### src/rtl/irq_swz_pkg.sv
package irq_swz_pkg;

    // number of shared lines the pin is rotated across
    localparam int LINE_N = 4;
    localparam int LINE_W = $clog2(LINE_N);

    typedef logic [LINE_W-1:0] line_t;

    typedef enum logic {
        SRC_IDLE   = 1'b0,
        SRC_ACTIVE = 1'b1
    } src_state_t;

    // reset value of a routing byte: route disabled
    localparam logic [7:0] ROUTE_OFF = 8'h80;

endpackage

### src/rtl/irq_src_fsm.sv
module irq_src_fsm
    import irq_swz_pkg::*;
(
    input  logic       clk,
    input  logic       rst_n,
    input  logic       hit,
    input  logic       raise,
    input  logic [7:0] pin,
    input  logic [7:0] key,
    output logic       active_o,
    output line_t      line_o
);

    src_state_t st_q, st_d;
    line_t      line_q, line_d;

    logic [4:0] dev;
    logic [7:0] rot_sum;
    line_t      calc_line;
    logic       pin_valid;
    logic       unused_key_bits;

    // (pin-1)+(dev-1) mod 4 equals pin+dev+2 mod 4
    assign dev       = key[7:3];
    assign rot_sum   = pin + {3'b000, dev} + 8'd2;
    assign calc_line = rot_sum[LINE_W-1:0];
    assign pin_valid = (pin != 8'd0) && (pin <= 8'd4);
    assign unused_key_bits = ^{rot_sum[7:LINE_W], key[2:0]};

    // next-state logic: ASSERT and RELEASE transitions
    always_comb begin
        st_d   = st_q;
        line_d = line_q;
        unique case (st_q)
            SRC_IDLE: begin
                if (hit && raise && pin_valid) begin
                    st_d   = SRC_ACTIVE;
                    line_d = calc_line;
                end
            end
            SRC_ACTIVE: begin
                if (hit && !raise) begin
                    st_d = SRC_IDLE;
                end
            end
            default: st_d = SRC_IDLE;
        endcase
    end

    // state register
    always_ff @(posedge clk) begin
        if (!rst_n) begin
            st_q   <= SRC_IDLE;
            line_q <= '0;
        end else begin
            st_q   <= st_d;
            line_q <= line_d;
        end
    end

    // outputs
    always_comb begin
        line_o = line_q;
        unique case (st_q)
            SRC_IDLE:   active_o = 1'b0;
            SRC_ACTIVE: active_o = 1'b1;
            default:    active_o = 1'b0;
        endcase
    end


    bad_pin_ignored_chk: assert property (@(posedge clk) disable iff (!rst_n)
        (st_q == SRC_IDLE && hit && raise && !pin_valid) |=> (st_q == SRC_IDLE));


    lower_release_chk: assert property (@(posedge clk) disable iff (!rst_n)
        (st_q == SRC_ACTIVE && hit && !raise) |=> (st_q == SRC_IDLE));


    line_hold_chk: assert property (@(posedge clk) disable iff (!rst_n)
        (st_q == SRC_ACTIVE) |=> (st_q == SRC_IDLE || $stable(line_q)));


    no_event_hold_chk: assert property (@(posedge clk) disable iff (!rst_n)
        (!hit) |=> $stable(st_q));

endmodule

### src/rtl/irq_route_tbl.sv
module irq_route_tbl
    import irq_swz_pkg::*;
#(
    parameter int IRQ_N = 16
) (
    input  logic                              clk,
    input  logic                              rst_n,
    input  logic                              we,
    input  line_t                             sel,
    input  logic [7:0]                        data,
    output logic [LINE_N-1:0][IRQ_N-1:0]      mask_o
);

    localparam int IDX_W = $clog2(IRQ_N);

    generate
        for (genvar g = 0; g < LINE_N; g++) begin : g_line
            logic [7:0] rt_q;
            logic       en;

            always_ff @(posedge clk) begin
                if (!rst_n) begin
                    rt_q <= ROUTE_OFF;
                end else if (we && sel == line_t'(g)) begin
                    rt_q <= data;
                end
            end

            assign en = !rt_q[7] && (int'(rt_q) < IRQ_N);

            always_comb begin
                mask_o[g] = '0;
                if (en) begin
                    mask_o[g][rt_q[IDX_W-1:0]] = 1'b1;
                end
            end


            write_lands_chk: assert property (@(posedge clk) disable iff (!rst_n)
                (we && sel == line_t'(g)) |=> (rt_q == $past(data)));


            disabled_quiet_chk: assert property (@(posedge clk) disable iff (!rst_n)
                (rt_q[7] || int'(rt_q) >= IRQ_N) |-> (mask_o[g] == '0));


            mask_onehot_chk: assert property (@(posedge clk) disable iff (!rst_n)
                $onehot0(mask_o[g]));
        end
    endgenerate

endmodule

### src/rtl/irq_level_merge.sv
module irq_level_merge
    import irq_swz_pkg::*;
#(
    parameter int NUM_SRC = 8,
    parameter int IRQ_N   = 16
) (
    input  logic [NUM_SRC-1:0]               active,
    input  logic [NUM_SRC-1:0][LINE_W-1:0]   line,
    input  logic [LINE_N-1:0][IRQ_N-1:0]     mask,
    output logic [IRQ_N-1:0]                 irq_o
);

    always_comb begin
        irq_o = '0;
        for (int s = 0; s < NUM_SRC; s++) begin
            if (active[s]) begin
                irq_o = irq_o | mask[line[s]];
            end
        end
    end

endmodule

### src/rtl/irq_swizzle_router.sv
module irq_swizzle_router
    import irq_swz_pkg::*;
#(
    parameter int NUM_SRC = 8,
    parameter int IRQ_N   = 16,
    localparam int SRC_W  = $clog2(NUM_SRC)
) (
    input  logic             clk,
    input  logic             rst_n,
    input  logic             evt_valid,
    input  logic             evt_raise,
    input  logic [SRC_W-1:0] evt_src,
    input  logic [7:0]       evt_pin,
    input  logic [7:0]       evt_key,
    input  logic             rt_we,
    input  logic [1:0]       rt_sel,
    input  logic [7:0]       rt_data,
    output logic [IRQ_N-1:0] irq_lvl
);

    logic [NUM_SRC-1:0]             src_act;
    logic [NUM_SRC-1:0][LINE_W-1:0] src_line;
    logic [LINE_N-1:0][IRQ_N-1:0]   route_mask;

    generate
        for (genvar g = 0; g < NUM_SRC; g++) begin : g_src
            logic hit;
            line_t ln;
            assign hit = evt_valid && (evt_src == SRC_W'(g));

            irq_src_fsm u_fsm (
                .clk      (clk),
                .rst_n    (rst_n),
                .hit      (hit),
                .raise    (evt_raise),
                .pin      (evt_pin),
                .key      (evt_key),
                .active_o (src_act[g]),
                .line_o   (ln)
            );
            assign src_line[g] = ln;
        end
    endgenerate

    irq_route_tbl #(.IRQ_N(IRQ_N)) u_tbl (
        .clk    (clk),
        .rst_n  (rst_n),
        .we     (rt_we),
        .sel    (line_t'(rt_sel)),
        .data   (rt_data),
        .mask_o (route_mask)
    );

    irq_level_merge #(.NUM_SRC(NUM_SRC), .IRQ_N(IRQ_N)) u_merge (
        .active (src_act),
        .line   (src_line),
        .mask   (route_mask),
        .irq_o  (irq_lvl)
    );


    no_source_quiet_chk: assert property (@(posedge clk) disable iff (!rst_n)
        (src_act == '0) |-> (irq_lvl == '0));


    raise_lands_chk: assert property (@(posedge clk) disable iff (!rst_n)
        (evt_valid && evt_raise && evt_pin >= 8'd1 && evt_pin <= 8'd4)
        |=> src_act[$past(evt_src)]);

endmodule

### config.mk
export PLATFORM = sky130hd
export DESIGN_NAME = irq_swizzle_router
export DESIGN_NICKNAME = d
export VERILOG_FILES = /design/src/rtl/irq_swz_pkg.sv /design/src/rtl/irq_src_fsm.sv /design/src/rtl/irq_route_tbl.sv /design/src/rtl/irq_level_merge.sv /design/src/rtl/irq_swizzle_router.sv
export SDC_FILE = /design/constraint.sdc
export NUM_CORES = 1
export LEC_CHECK = 0
export ABC_AREA = 0
export BUFFER_PORTS_ARGS = -buffer_cell sky130_fd_sc_hd__buf_4
export CORE_MARGIN = 2
export CORE_UTILIZATION = 35
export DETAILED_ROUTE_END_ITERATION = 16
export GPL_ROUTABILITY_DRIVEN = 1
export SYNTH_ARGS = -nofsm -noshare
export SYNTH_HDL_FRONTEND = slang
export SYNTH_SLANG_ARGS = --single-unit
### constraint.sdc
create_clock -name clk -period 3 [get_ports clk]
set_input_delay 0.15 -clock clk [delete_from_list [all_inputs] [get_ports clk]]
set_output_delay 0.15 -clock clk [all_outputs]
set_load 0.01 [all_outputs]
==> impl_metrics.tcl, run 1 <==
set metrics [dict create \
    status "completed" \
    worst-setup-path-type "reg2out" \
    syn_area_per_cell_um2 7.81 \
    ys_async_sr_fraction 0 \
    final_cells 631 \
    n_antenna_cell 0 \
    place_area_um2 4050 \
    area_delta_synth_final_pct 14.2 \
    worst_ir_drop_vdd_mv 0.197 \
    synth_nets 501 \
    clock_latency_ns 0.31 \
    postCtsSetupBuffers 0 \
    cts.sinks 56 \
    min_path_type "in2reg" \
    fin_worst_skew_ns 0.00766 \
    ys_top_cells_by_area "dfxtp_1 (31%), nand2_1 (9.7%), mux2i_1 (5.0%), a21boi_0 (4.7%), nand3_1 (4.3%)" \
    r2r-start "g_src[6].u_fsm.st_q" \
    drt_iter0_markers 238 \
    p_leak_uw 0.00145 \
    grt_max_degree 63 \
    ios 50 \
    dr_total_vias 3598 \
    fin_crit_ns 2.63 \
    crit_slowest_cell "or4_1" \
    viasPerCell 5.70 \
    synth_cells 466 \
    fin_util 0.408 \
    ys_top_cells_by_count "nand2_1 (94), dfxtp_1 (56), nand3_1 (31), a21boi_0 (23), clkbuf_1 (19)" \
    netlist_area_um2 3640 \
    ys_ff_latch 56 \
    grt_pass1_vias 3410 \
    tns_ns 0 \
    crit_chain "nor3b_1, nor4_2, a211oi_1, and2_0, or4_1, buf_4" \
    final_layout_size_suffix_gt1_frac 0.143 \
    rows 37 \
    antenna_found_initial 0 \
    cts_max_level 2 \
    dpl.hpwl_um 8240 \
    max-slew-margin-rel 0.493 \
    yosys_most_used_dff "dfxtp_1" \
    setup_viol_count_final 0 \
    tightest_slew_ns 0.754 \
    synth_edf_count 0 \
    p_per_area_nw_per_um2 328 \
    path_max_fanout 9 \
    grt_use_total 0.192 \
    cts_tree "built" \
    clockBufferDepth 2 \
    startpoint_type "flip-flop" \
    max_stage_delay_ns 0.52 \
    hold_slack_ns 0.0828 \
    drtAntennaViolNets 0 \
    gr-total-overflow 0 \
    critPathArrivalTime_ns 2.48 \
    finalCritPeriodShare 0.878 \
    cts-root-buf "clkbuf_8" \
    core_um2 10200 \
    ys.warnings.count 0 \
    drc 0 \
    finalMaxSlewViolations 0 \
    die_area_um2 11200 \
    clkTransAtPathRegs_ns 0.11 \
    firstDrtPassIters 5 \
    io_buffers 43 \
    hold_viol_final 0 \
    gp_congestion 0.967 \
    rsz0062_at_grt "no" \
    grt_first_pass_wirelength_um 17400 \
    post_cts_resized 0 \
    die_h_um 106 \
    fmax_mhz 380 \
    die_x_um 106 \
    timing.rr.end "g_src[6].u_fsm.line_o[1]" \
    synth_top_area_frac 0.308 \
    r2r_slack_ns 1.92 \
    reg2reg_depth 3 \
    fin_nets 529 \
    end_kind "output pin" \
    yosysMostFrequentCell "nand2_1" \
    initial_core_util 0.357 \
    place_inst 623 \
    num-fill-cells 1071 \
    routed_wl_um 10600 \
    maxCapViolCount 0 \
    ys_seq_area_frac 0.308 \
    synth_top_area_cell "dfxtp_1" \
    final_area_um2 4150 \
    crit_start "g_src[1].u_fsm.line_o[1]" \
    cp-endpoint "irq_lvl[11]" \
    wl_per_cell_um 16.9 \
    hold_buffers 0 \
    synth_cell_types 60 \
    numCtsBuffers 5 \
    cp.required_ns 2.85 \
]
power breakdown:
part | internal, uW | leakage [uW] | switching [uW]
Combinational | 59.7 | 0.000952 | 85.1
Clock | 172 | 0.0000463 | 266
Sequential | 758 | 0.000454 | 19.4
Total | 990 | 0.00145 | 370
state kept, by name (all words and copies together), names as in the netlist:
| signal | flops |
|---|---|
| g_src.u_fsm.line_o | 16 |
| u_tbl.g_line.rt_q | 32 |
| g_src.u_fsm.st_q | 8 |
stage by stage:
stage | total power (uW) | worst slack [ns]
floorplan | 873 | 1.11
global placement | 937 | 0.639
detailed placement | 940 | 0.626
CTS | 1370 | 0.272
global route | 1420 | 0.171
finish | 1360 | 0.367
critical path, delay by kind of cell, from the launching register on:
| kind | cells | cell delay [ns] |
|---|---|---|
| compound gates | 1 | 0.22 |
| buf+inv | 1 | 0.16 |
| simple gates | 4 | 1.28 |
| flops | 1 | 0.50 |
kinds of logic (layout without fill, tap and decap cells):
family,count (synthesis),count (layout),share of synthesized area
xor gates and xnor gates,2,2,0.00482
AOI/OAI and AO/OA,90,90,0.189
muxes,18,18,0.0495
and+or+nand+nor,271,271,0.415
DFF,56,56,0.308
buffers and inverters,28,57,0.0303
adders and majority gates,1,1,0.00344
layer usage:
| metal | vias to the layer above | share of wire | GRT usage |
|---|---|---|---|
| met5 | - | 0 | 0 |
| met4 | 0 | 0.018 | 0.0583 |
| met3 | 18 | 0.058 | 0.0178 |
| met2 | 121 | 0.46 | 0.311 |
| met1 | 1673 | 0.46 | 0.272 |
| li1 | 1786 | - | - |
placed cells by master, fill, tap and decap left out, types with 3 or more instances in the layout:
cell      instances
nand2_1          94
dfxtp_1          56
buf_4            45
nand3_1          31
a21boi_0         23
nor2_1           18
mux2i_1          18
nor4_1           16
nand3b_1         14
nor3b_1          13
nor3_1           13
nor2b_1          11
or4_1             8
o21ai_0           8
nand2b_1          8
or3_1             8
o32ai_1           7
nand4_1           6
nor4b_1           6
o21a_1            6
o21ai_1           5
o211ai_1          5
clkbuf_8          5
a211o_1           4
or2_2             4
inv_1             4
a21oi_1           4
o22ai_1           3
o31ai_1           3
a2111o_1          3
a31oi_1           3
area by class of cell:
cell class | count | area (um2) | share of cell area
multi-input combinational | 382 | 2410 | 0.581
sequential | 56 | 1120 | 0.270
timing repair buffer | 45 | 338 | 0.0813
tap | 136 | 170 | 0.0410
clock buffer | 5 | 68.8 | 0.0166
clock inverter | 3 | 27.5 | 0.00663
inverter | 4 | 15.0 | 0.00362
worst min-delay path by stage:
stage / start / to / slack, ns / cells after the start
6_report: rt_data[7] / u_tbl.g_line[2].rt_q[7] / 0.08 / 3
5_1_grt: rt_data[7] / u_tbl.g_line[1].rt_q[7] / 0.08 / 3
4_1_cts: rt_data[7] / u_tbl.g_line[2].rt_q[7] / 0.07 / 3
3_5_place_dp: rt_data[7] / u_tbl.g_line[2].rt_q[7] / 0.41 / 3
3_3_place_gp: rt_data[7] / u_tbl.g_line[1].rt_q[7] / 0.40 / 3
2_1_floorplan: rt_data[7] / u_tbl.g_line[1].rt_q[7] / 0.27 / 2
Power figures use the tool's default switching activity.
==> run 2, diff against run 1 <==
--- a/config.mk
+++ b/config.mk
@@ -5,7 +5,7 @@
 export SDC_FILE = /design/constraint.sdc
 export NUM_CORES = 1
 export LEC_CHECK = 0
-export ABC_AREA = 0
+export ABC_AREA = 1
 export BUFFER_PORTS_ARGS = -buffer_cell sky130_fd_sc_hd__buf_4
 export CORE_MARGIN = 2
 export CORE_UTILIZATION = 35
==> impl_metrics.tcl, run 2 <==
set metrics [dict create \
    status "completed" \
    largest_register "u_tbl.g_line.rt_q" \
    antenna_found_initial 0 \
    p_leak_uw 0.00360 \
    clockBufferDepth 2 \
    worst-setup-path-type "reg2out" \
    die_h_um 159 \
    finalMaxSlewViolations 0 \
    rows 56 \
    worst-path-buf-inv 3 \
    dpl.hpwl_um 24200 \
    cp.required_ns 2.85 \
    synth_cell_types 25 \
    hold_viol_final 0 \
    hold_slack_ns 0.113 \
    max-slew-margin-rel 0.138 \
    post_cts_resized 0 \
    fmax_mhz 381 \
    synth_top_area_cell "nand3_1" \
    setup_viol_count_final 0 \
    p_per_area_nw_per_um2 199 \
    cts_tree "built" \
    tightest_slew_ns 1.29 \
    startpoint_type "flip-flop" \
    ys_async_sr_fraction 0 \
    cts-root-buf "clkbuf_16" \
    die_x_um 159 \
    crit_family "simple AND/OR/NAND/NOR gates" \
    syn_area_per_cell_um2 5.17 \
    num-fill-cells 2621 \
    core_um2 23500 \
    fin_crit_ns 2.63 \
    drt_iter0_markers 1964 \
    crit_slowest_cell "inv_2" \
    cts.sinks 56 \
    grt_pass1_vias 10900 \
    ys_top_cells_by_area "nand3_1 (48%), dfxtp_1 (13%), nand2_1 (13%), nor2_1 (6.6%), buf_2 (4.3%)" \
    timing.critical_path.mode_cell "nand2_1" \
    routed_wl_um 38500 \
    largest_reg_flops 32 \
    wl_per_cell_um 20.4 \
    tns_ns 0 \
    hold_buffers 0 \
    postCtsSetupBuffers 0 \
    drc 0 \
    rsz0062_at_grt "no" \
    grt_use_total 0.295 \
    dr_total_vias 11900 \
    mostFrequentLayoutCell "nand3_1" \
    path_max_fanout 25 \
    synth_edf_count 0 \
    drtAntennaViolNets 0 \
    cts_max_level 2 \
    n_antenna_cell 0 \
    layout_common_cells "nand3_1 (807), nand2_1 (287), nor2_1 (148)" \
    synth_top_area_frac 0.482 \
    synth_cells 1621 \
    ios 50 \
    ys_top_cells_by_count "nand3_1 (807), nand2_1 (287), nor2_1 (148), buf_2 (72), dfxtp_1 (56)" \
    min_path_type "in2reg" \
    crit_chain "nor2_1, nand2_1, inv_2, buf_4, nand2_1, nand2_1, nand3_1, nand2_1, nand2_1, nand2_1, nor2_1, nand2_1, buf_4" \
    io_buffers 43 \
    gr-total-overflow 0 \
    final_layout_size_suffix_gt1_frac 0.0798 \
    netlist_area_um2 8390 \
    ys.warnings.count 0 \
    viasPerCell 6.31 \
    ys_ff_latch 56 \
    critPathArrivalTime_ns 2.48 \
    numCtsBuffers 5 \
    finalCritPeriodShare 0.876 \
    yosysMostFrequentCell "nand3_1" \
    ys_seq_area_frac 0.134 \
    max_stage_delay_ns 0.49 \
    die_area_um2 25200 \
    maxCapViolCount 0 \
    synth_nets 1656 \
    fin_worst_skew_ns 0.00135 \
    grt_max_degree 50 \
    area_delta_synth_final_pct 6.16 \
    gp_congestion 1.01 \
    yosys_most_used_dff "dfxtp_1" \
    end_kind "output pin" \
    initial_core_util 0.357 \
    grt_first_pass_wirelength_um 60700 \
    clkTransAtPathRegs_ns 0.08 \
    clock_latency_ns 0.29 \
    firstDrtPassIters 6 \
    worst_ir_drop_vdd_mv 0.300 \
    fin_nets 1600 \
]
## run 2: layout make-up
class                   instances  area (um2)  area share
clock inverters                 3        27.5     0.00309
well taps                     319         399      0.0448
inverters                      61         229      0.0257
flip-flops and latches         56        1120       0.126
clock buffers                   5         125      0.0141
multi-input cells            1353        6320       0.709
repair buffers                 88         686      0.0770
## run 2: worst register-to-register path, stage by stage (launching register included)
cell and delay (ns):
dfxtp_1 1.07, nor2_1 0.22, nand3_1 0.20, nor2_1 0.06
nor3_1 0.18
## run 2: report_power, final
part           leakage [uW]  switching [uW]  internal, uW
clock network     0.0000719             288           318
logic               0.00307             288          94.1
registers          0.000455            17.5           765
total               0.00360             593          1180
## run 2: final timing paths
path	from	endpoint	slack [ns]	cells after the start
setup / recovery	u_tbl.g_line[3].rt_q[4]	irq_lvl[13]	0.37	13
hold / removal	rt_data[7]	u_tbl.g_line[1].rt_q[7]	0.11	3
setup reg to reg	g_src[0].u_fsm.st_q	g_src[0].u_fsm.line_o[1]	1.21	4
hold reg to reg	u_tbl.g_line[0].rt_q[7]	u_tbl.g_line[0].rt_q[7]	0.47	2
## run 2: per-stage QoR
stage               area, um2  total power, uW  std cells  setup slack, ns   util
floorplan                8390             1040       1621             1.57      -
global placement         8750             1160       1877            0.793  0.373
detailed placement       8750             1170       1877            0.774  0.373
CTS                      8900             1760       1885            0.447  0.379
global route             8900             1840       1885            0.251  0.379
finish                   8900             1770       1885            0.373  0.379
## run 2: cells by family (layout without fill, tap and decap cells)
kind of cell | count (synthesis) | in the layout | synth area share
and+or+nand+nor | 1271 | 1271 | 0.701
AOI/OAI and AO/OA | 78 | 78 | 0.0474
DFF | 56 | 56 | 0.134
xor gates and xnor gates | 3 | 3 | 0.00313
adders and majority gates | 1 | 1 | 0.00149
buffers and inverters | 212 | 157 | 0.113
## run 2: per-layer routing
layer	GRT usage	vias to the layer above	wire length (um)
met3	0.0812	184	5580
met1	0.381	5265	14500
met5	0	-	0
met2	0.450	987	16200
li1	-	5459	-
met4	0.151	0	2160
